`config.mk`:
```
export PLATFORM = sky130hd
export DESIGN_NAME = ring_reg_satellite
export DESIGN_NICKNAME = d
export VERILOG_FILES = /design/src/rtl/srs_pkg.sv /design/src/rtl/srs_rx.sv /design/src/rtl/srs_regs.sv /design/src/rtl/srs_tx.sv /design/src/rtl/ring_reg_satellite.sv
export SDC_FILE = /design/constraint.sdc
export NUM_CORES = 2
export LEC_CHECK = 0
export CAP_MARGIN = 20
export CELL_PAD_IN_SITES_DETAIL_PLACEMENT = 1
export CELL_PAD_IN_SITES_GLOBAL_PLACEMENT = 2
export CORE_MARGIN = 10
export CORE_UTILIZATION = 38
export CTS_BUF_LIST = sky130_fd_sc_hd__clkbuf_4
export DETAILED_ROUTE_END_ITERATION = 8
export DONT_BUFFER_PORTS = 1
export PLACE_DENSITY = 0.75
export RECOVER_POWER = 100
export SLEW_MARGIN = 15
export SYNTH_ARGS = -nofsm -noshare
export SYNTH_HDL_FRONTEND = slang
export SYNTH_HIERARCHICAL = 1
export SYNTH_SLANG_ARGS = --single-unit
```
`constraint.sdc`:
```
create_clock -name clk -period 8.7 [get_ports clk]
set_input_delay 1.74 -clock clk [delete_from_list [all_inputs] [get_ports clk]]
set_output_delay 1.74 -clock clk [all_outputs]
set_load 0.01 [all_outputs]
```
`src/rtl/srs_pkg.sv`:
```
// Shared types for the serial register access satellite.
// Assumes: none; holds only the downlink parser state encoding.
package srs_pkg;

    // Downlink parser phases: waiting for start, direction bit, address, write data
    typedef enum logic [1:0] {
        RX_IDLE = 2'd0,
        RX_DIR  = 2'd1,
        RX_ADDR = 2'd2,
        RX_DATA = 2'd3
    } rx_state_e;

endpackage

```
`src/rtl/srs_rx.sv`:
```
// Downlink deserializer. It frames start, direction, address and write data
// from a one-bit line. It raises req_valid_o for one cycle, combinationally,
// in the cycle whose edge samples the last bit of the packet. The address
// and data outputs include that last bit.
// Assumes: the line idles at 0, and clr_i is a synchronous clear with
// priority over everything else.
module srs_rx
    import srs_pkg::*;
#(
    parameter int SAT_W  = 4,
    parameter int REG_W  = 6,
    parameter int DATA_W = 64
) (
    input  logic                     clk,
    input  logic                     rst_n,
    input  logic                     clr_i,
    input  logic                     dl_dat_i,
    output logic                     req_valid_o,
    output logic                     req_wr_o,
    output logic [SAT_W+REG_W-1:0]   req_addr_o,
    output logic [DATA_W-1:0]        req_data_o
);
    localparam int ADDR_W = SAT_W + REG_W;
    localparam int CNT_W  = $clog2(DATA_W + 1);

    rx_state_e           state_q;
    logic [CNT_W-1:0]    cnt_q;
    logic                wr_q;
    logic [ADDR_W-1:0]   addr_q;
    logic [DATA_W-1:0]   data_q;
    logic                last_addr;
    logic                last_data;

    // Last-bit detection for both packet kinds
    always_comb begin
        last_addr = (state_q == RX_ADDR) && (cnt_q == CNT_W'(ADDR_W - 1));
        last_data = (state_q == RX_DATA) && (cnt_q == CNT_W'(DATA_W - 1));
    end

    // Packet framing state machine and field shift registers
    always_ff @(posedge clk) begin
        if (!rst_n || clr_i) begin
            state_q <= RX_IDLE;
            cnt_q   <= '0;
            wr_q    <= 1'b0;
            addr_q  <= '0;
            data_q  <= '0;
        end else begin
            case (state_q)
                RX_IDLE: begin
                    if (dl_dat_i) state_q <= RX_DIR;
                end
                RX_DIR: begin
                    wr_q    <= dl_dat_i;
                    cnt_q   <= '0;
                    state_q <= RX_ADDR;
                end
                RX_ADDR: begin
                    addr_q <= {addr_q[ADDR_W-2:0], dl_dat_i};
                    if (last_addr) begin
                        cnt_q   <= '0;
                        state_q <= wr_q ? RX_DATA : RX_IDLE;
                    end else begin
                        cnt_q <= cnt_q + 1'b1;
                    end
                end
                RX_DATA: begin
                    data_q <= {data_q[DATA_W-2:0], dl_dat_i};
                    if (last_data) begin
                        cnt_q   <= '0;
                        state_q <= RX_IDLE;
                    end else begin
                        cnt_q <= cnt_q + 1'b1;
                    end
                end
                default: state_q <= RX_IDLE;
            endcase
        end
    end

    // Request outputs including the bit sampled at this edge
    always_comb begin
        req_valid_o = (last_addr && !wr_q) || last_data;
        req_wr_o    = wr_q;
        req_addr_o  = (state_q == RX_ADDR) ? {addr_q[ADDR_W-2:0], dl_dat_i} : addr_q;
        req_data_o  = {data_q[DATA_W-2:0], dl_dat_i};
    end

    // a direction bit is always followed by the address phase
    p_dir_then_addr_r1: assert property (@(posedge clk) disable iff (!rst_n)
        (state_q == RX_DIR && !clr_i) |=> (state_q == RX_ADDR));

    // once a request completes, the parser waits for the next start bit
    p_end_to_idle_r1: assert property (@(posedge clk) disable iff (!rst_n)
        req_valid_o |=> (state_q == RX_IDLE));

    // a control-line clear leaves the parser idle
    p_clr_idle_r7: assert property (@(posedge clk) disable iff (!rst_n)
        clr_i |=> (state_q == RX_IDLE && cnt_q == '0));

endmodule

```
`src/rtl/srs_regs.sv`:
```
// Local register file of the satellite. It has NUM_REGS implemented words
// out of 2**REG_W register numbers. Numbers at or above NUM_REGS raise
// err_o; writes to them are dropped and reads of them return zero.
// Assumes: at most one access per cycle; clr_i clears all words.
module srs_regs #(
    parameter int REG_W    = 6,
    parameter int DATA_W   = 64,
    parameter int NUM_REGS = 16
) (
    input  logic               clk,
    input  logic               rst_n,
    input  logic               clr_i,
    input  logic               wr_en_i,
    input  logic [REG_W-1:0]   idx_i,
    input  logic [DATA_W-1:0]  wdata_i,
    output logic [DATA_W-1:0]  rdata_o,
    output logic               err_o
);
    logic [DATA_W-1:0]   regs_q [NUM_REGS];
    logic [NUM_REGS-1:0] wr_vec;

    // Flag register numbers beyond the implemented range
    always_comb begin
        err_o = ({1'b0, idx_i} >= (REG_W + 1)'(NUM_REGS));
    end

    // Read mux; unimplemented numbers read as zero
    always_comb begin
        rdata_o = '0;
        for (int k = 0; k < NUM_REGS; k++) begin
            if (idx_i == REG_W'(k)) rdata_o = regs_q[k];
        end
    end

    for (genvar k = 0; k < NUM_REGS; k++) begin : g_word
        // Write strobe for one word
        always_comb begin
            wr_vec[k] = wr_en_i && !err_o && (idx_i == REG_W'(k));
        end

        // Storage for one word, cleared by reset or the control-line clear
        always_ff @(posedge clk) begin
            if (!rst_n || clr_i) begin
                regs_q[k] <= '0;
            end else if (wr_vec[k]) begin
                regs_q[k] <= wdata_i;
            end
        end

        // a word with no strobe keeps its value
        p_hold_r2: assert property (@(posedge clk) disable iff (!rst_n)
            (!wr_vec[k] && !clr_i) |=> (regs_q[k] == $past(regs_q[k])));

        // the clear zeroes every word
        p_clr_zero_r7: assert property (@(posedge clk) disable iff (!rst_n)
            clr_i |=> (regs_q[k] == '0));
    end

    // at most one word is written per cycle
    p_one_write_r3: assert property (@(posedge clk) disable iff (!rst_n)
        $onehot0(wr_vec));

    // an unimplemented number never produces a write
    p_err_no_write_r5: assert property (@(posedge clk) disable iff (!rst_n)
        (wr_en_i && err_o) |-> (wr_vec == '0));

endmodule

```
`src/rtl/srs_tx.sv`:
```
// Uplink serializer and pass-through mux. A load sends a start bit at once,
// then the error bit, then, for reads, DATA_W data bits MSB first. When no
// response is pending, the output repeats the incoming uplink bit one cycle
// later.
// Assumes: the controller does not start a new matching packet while a
// response is still being sent.
module srs_tx #(
    parameter int DATA_W = 64
) (
    input  logic               clk,
    input  logic               rst_n,
    input  logic               clr_i,
    input  logic               load_i,
    input  logic               load_rd_i,
    input  logic               err_i,
    input  logic [DATA_W-1:0]  rdata_i,
    input  logic               ul_dat_i,
    output logic               ul_dat_o,
    output logic               busy_o
);
    localparam int SH_W  = DATA_W + 1;
    localparam int CNT_W = $clog2(SH_W + 1);

    logic [SH_W-1:0]  sh_q;
    logic [CNT_W-1:0] left_q;
    logic             out_q;

    // Response shifting, or forwarding of the downstream uplink
    always_ff @(posedge clk) begin
        if (!rst_n || clr_i) begin
            sh_q   <= '0;
            left_q <= '0;
            out_q  <= 1'b0;
        end else if (load_i) begin
            out_q  <= 1'b1;
            sh_q   <= {err_i, rdata_i};
            left_q <= load_rd_i ? CNT_W'(SH_W) : CNT_W'(1);
        end else if (left_q != '0) begin
            out_q  <= sh_q[SH_W-1];
            sh_q   <= {sh_q[SH_W-2:0], 1'b0};
            left_q <= left_q - 1'b1;
        end else begin
            out_q  <= ul_dat_i;
        end
    end

    // Drive the ports from the registers
    always_comb begin
        ul_dat_o = out_q;
        busy_o   = (left_q != '0);
    end

    // every response starts with a 1
    p_start_bit_r3: assert property (@(posedge clk) disable iff (!rst_n)
        (load_i && !clr_i) |=> ul_dat_o);

    // an idle serializer forwards the previous uplink bit
    p_forward_r6: assert property (@(posedge clk) disable iff (!rst_n)
        (!load_i && !busy_o && !clr_i) |=> (ul_dat_o == $past(ul_dat_i)));

endmodule

```
`src/rtl/ring_reg_satellite.sv`:
```
// Top of the serial register access satellite. It joins the downlink parser,
// the register file and the uplink serializer. It matches the satellite
// field against the strapped identity and detects the two-cycle control
// clear.
// Assumes: sat_id_i is static; rst_n is a synchronous active-low reset.
module ring_reg_satellite #(
    parameter int SAT_W    = 4,
    parameter int REG_W    = 6,
    parameter int DATA_W   = 64,
    parameter int NUM_REGS = 16
) (
    input  logic              clk,
    input  logic              rst_n,
    input  logic              dl_ctl_i,
    input  logic              dl_dat_i,
    input  logic              ul_ctl_i,
    input  logic              ul_dat_i,
    input  logic [SAT_W-1:0]  sat_id_i,
    output logic              ul_ctl_o,
    output logic              ul_dat_o
);
    localparam int ADDR_W = SAT_W + REG_W;

    logic              ctl_d1_q;
    logic              ul_ctl_q;
    logic              clr;
    logic              req_valid;
    logic              req_wr;
    logic [ADDR_W-1:0] req_addr;
    logic [DATA_W-1:0] req_data;
    logic              hit;
    logic [DATA_W-1:0] rdata;
    logic              err;
    logic              tx_busy;

    // Control-line history and the uplink control forward register
    always_ff @(posedge clk) begin
        if (!rst_n) begin
            ctl_d1_q <= 1'b0;
            ul_ctl_q <= 1'b0;
        end else begin
            ctl_d1_q <= dl_ctl_i;
            ul_ctl_q <= ul_ctl_i;
        end
    end

    // Clear decode and identity match
    always_comb begin
        clr      = dl_ctl_i && ctl_d1_q;
        hit      = req_valid && !clr && (req_addr[ADDR_W-1 -: SAT_W] == sat_id_i);
        ul_ctl_o = ul_ctl_q;
    end

    srs_rx #(
        .SAT_W  (SAT_W),
        .REG_W  (REG_W),
        .DATA_W (DATA_W)
    ) u_rx (
        .clk         (clk),
        .rst_n       (rst_n),
        .clr_i       (clr),
        .dl_dat_i    (dl_dat_i),
        .req_valid_o (req_valid),
        .req_wr_o    (req_wr),
        .req_addr_o  (req_addr),
        .req_data_o  (req_data)
    );

    srs_regs #(
        .REG_W    (REG_W),
        .DATA_W   (DATA_W),
        .NUM_REGS (NUM_REGS)
    ) u_regs (
        .clk     (clk),
        .rst_n   (rst_n),
        .clr_i   (clr),
        .wr_en_i (hit && req_wr),
        .idx_i   (req_addr[REG_W-1:0]),
        .wdata_i (req_data),
        .rdata_o (rdata),
        .err_o   (err)
    );

    srs_tx #(
        .DATA_W (DATA_W)
    ) u_tx (
        .clk       (clk),
        .rst_n     (rst_n),
        .clr_i     (clr),
        .load_i    (hit),
        .load_rd_i (!req_wr),
        .err_i     (err),
        .rdata_i   (rdata),
        .ul_dat_i  (ul_dat_i),
        .ul_dat_o  (ul_dat_o),
        .busy_o    (tx_busy)
    );

    // uplink control is a one-cycle copy of its input
    p_ctl_forward_r6: assert property (@(posedge clk) disable iff (!rst_n)
        1'b1 |=> (ul_ctl_o == $past(ul_ctl_i)));

    // a packet for another satellite leaves the uplink forwarding
    p_miss_quiet_r2: assert property (@(posedge clk) disable iff (!rst_n)
        (req_valid && !clr && !tx_busy && (req_addr[ADDR_W-1 -: SAT_W] != sat_id_i))
        |=> (ul_dat_o == $past(ul_dat_i)));

endmodule

```
==> metrics <==
initial antenna violation count=11; TritonCTS Buffers=336; Fin. Hold Viols=0; min Tclk post-route=7.12 ns; total of max-cap violations=22; Sequential Area=33900 µm²; cells after synthesis=4254; setup TNS=0 ns; Crit path required time=9.75 ns; layout cells sized above 1=0.169; crit share post-route=0.818; Leakage Power=21.1 nW; worst hold slack=0.488 ns; reg2reg start=u_rx/state_q[1]$_SDFFE_PP0P_; cts-stage hold buffer count=0; setup repair bufs after CTS=0; R2R Setup Slk=1.58 ns; clock sinks=1182; Worst slew margin=-1.38; die width=393 µm; Setup Viol. Count Final=0; Worst-Skew Late Latency=1.29 ns; vias in the first global route=39300; syn_nets=4267; Net Sw Power=0.00339 W; Crit. End Element=register; Max Clock Skew=0.110 ns; Worst Max-Slew Pin Slew=3.56 ns; Peak supply drop=0.415 mV; RePlAce Congestion=0.817; internal power=0.00933 W; I/O Pins=12; Resized cells post-CTS=0; # nets final=4327; Detailed Routing Iterations Pass 1=6; total track usage=0.251; synthesized area per cell=12.4 µm²; FF+latch count, synth=1182; sequential fraction of design power=0.505; Starting Density=0.383; post-route ant nets=0; Post-synth EDFFs=1024; first-pass GRT wire length=281000 µm; Logic pwr share=0.084; Synth-to-Final Area Change=11.2%; Power Density=217 nW/µm²; die height=393 µm; Clock power frac=0.411; post-synthesis sequential area ratio=0.642; status=finished with violations; worst r2r path cells=7; fillers=14500; RSZ-0062 raised after global routing=no; Worst-path clk slew=0.06 ns; DRT iter0 DRCs=4057; core area=138000 µm²; hold wc startpoint=u_tx/sh_q[64]$_SDFFE_PP0P_; TritonCTS clock tree=yes; grt total ovfl=0; die footprint=154000 µm²; WS Path Type=reg2reg; Synth Cell Area=52800 µm²; hold crit path type=reg2reg; vias per std cell=5.99; PortBufs=0; htree depth=5; startpoint types=register; Top FF cell, synth=edfxtp_1; R2R Path End=u_regs/regs_q[0][32]$_SDFFCE_PN0P_; FMAX=0.140 GHz; Clock Root Buffer=clkbuf_4; Multi-input gate area=17000 µm²; Net Sw Frac=0.267; WHS Path Cells=2; Yosys cell types=80; largest net degree at the start of global routing=85; CP Max Fanout=54; Yosys warning count=6; Max Slew Vio Count=694; Routed WL per cell=31.0 µm; via count=38100; worst hold endpoint=u_tx/ul_dat_o$_SDFF_PP0_; DR DRC count=0; WP data arrival=8.17 ns; post-DP HPWL=108000 µm; CTS Buffer Depth=4; Rows=136; Async S/R FF share, synth=0; failing checks=max-capacitance violations, max-slew violations; DRT Wirelength=197000 µm
[Yosys cell counts (all sizes together) (9+ instances only)]
cell type / n / area (µm²)
a2111oi: 10 / 87.6
a211oi: 19 / 143
a21oi: 135 / 679
a221oi: 109 / 1200
a22o: 24 / 210
a22oi: 183 / 1370
a31oi: 71 / 444
and2: 1045 / 6540
buf: 122 / 673
clkbuf: 268 / 1010
dfxtp: 158 / 3160
edfxtp: 1024 / 30700
inv: 75 / 282
mux2: 71 / 800
mux2i: 46 / 460
nand2: 248 / 931
nand3: 44 / 230
nand4: 27 / 169
nor2: 80 / 352
nor2b: 20 / 125
nor3: 19 / 121
nor4: 9 / 90.1
o211a: 16 / 160
o21ai: 207 / 1040
o221ai: 11 / 96.3
o22a: 9 / 78.8
o22ai: 97 / 607
[power groups by stage]
stage | sequential, W | combinational (W) | clock (W)
4_1_cts | 0.00642 | 0.00105 | 0.00534
2_1_floorplan | 0.00655 | 0.000632 | 0
6_report | 0.00643 | 0.00107 | 0.00523
3_5_place_dp | 0.00655 | 0.00104 | 0
3_3_place_gp | 0.00654 | 0.00103 | 0
5_1_grt | 0.00644 | 0.00109 | 0.00561
[worst max path at each step]
stage	from	to	slack [ns]	cells after the start
after detailed placement	dl_dat_i	u_regs/regs_q[1][131]$_SDFFCE_PN0P_	3.02	7
after global placement	sat_id_i[2]	u_regs/regs_q[0][197]$_SDFFCE_PN0P_	2.85	6
after floorplan	dl_dat_i	u_regs/regs_q[1][192]$_SDFFCE_PN0P_	0.54	8
final	u_rx/state_q[1]$_SDFFE_PP0P_	u_regs/regs_q[0][32]$_SDFFCE_PN0P_	1.58	7
after global routing	u_rx/state_q[1]$_SDFFE_PP0P_	u_regs/regs_q[1][289]$_SDFFCE_PN0P_	1.53	9
after CTS	u_rx/state_q[1]$_SDFFE_PP0P_	u_regs/regs_q[0][45]$_SDFFCE_PN0P_	3.26	8
[area by class of cell]
cell class | count | share of cell area
timing repair buffer | 112 | 0.0174
multi-input combinational | 2607 | 0.290
clock buffer | 530 | 0.0677
antenna | 12 | 0.000511
inverter | 75 | 0.00479
tap | 1794 | 0.0382
clock inverter | 52 | 0.00422
sequential | 1182 | 0.577
[sequential cells by signal, indices dropped and copies added (netlist names)]
signal         count
u_regs/regs_q   1024
u_tx/sh_q         65
u_rx/data_q       63
u_rx/addr_q       10
u_rx/cnt_q         7
u_tx/left_q        7
u_rx/state_q       2
ctl_d1_q           1
u_rx/req_wr_o      1
u_tx/ul_dat_o      1
ul_ctl_o           1
[through the flow]
step,util,cell area (µm²),setup slack (ns),cells,power [W]
final,0.426,58700,1.58,6364,0.0127
after global routing,0.426,58700,1.53,6357,0.0132
after global placement,0.397,54700,2.85,5760,0.00756
after CTS,0.429,59100,3.26,6351,0.0128
after detailed placement,0.398,54900,3.02,5769,0.00759
after floorplan,-,52800,0.537,4254,0.00718
[metal layers]
| layer | vias up | global-route usage | wire [µm] |
|---|---|---|---|
| met5 | - | 0 | 0 |
| li1 | 15900 | - | - |
| met2 | 2027 | 0.404 | 91400 |
| met3 | 505 | 0.0487 | 18400 |
| met4 | 0 | 0.115 | 8990 |
| met1 | 19700 | 0.327 | 78500 |
[layout by cell type, fill, tap and decap left out, drive strengths merged, types with 93 or more instances in the layout]
cell	Yosys	routed
dfxtp	158	158
nand2	248	248
a22oi	183	183
and2	1045	1045
a221oi	109	109
edfxtp	1024	1024
a21oi	135	135
clkbuf	268	549
o22ai	97	97
buf	122	93
o21ai	207	207
[cell families after synthesis]
family / after synthesis / share of synthesized area
AO/OA/AOI/OAI: 943 / 0.124
XOR/XNOR: 6 / 0.000995
AND/OR/NAND/NOR: 1531 / 0.168
adder cells (fa/ha/maj): 3 / 0.000711
flip-flops: 1182 / 0.642
multiplexers: 124 / 0.0268
buffers and inverters: 465 / 0.0371
[critical path, cell delays in order, from the launching register on]
cell and delay [ns]:
dfxtp_1 0.76, nor2b_1 0.21, clkbuf_1 0.57, mux2_1 0.91, or4_1 1.06, nor3_1 1.48, clkbuf_2 1.54, and2_1 0.27
Note: power is estimated with default switching activity, not from simulation.
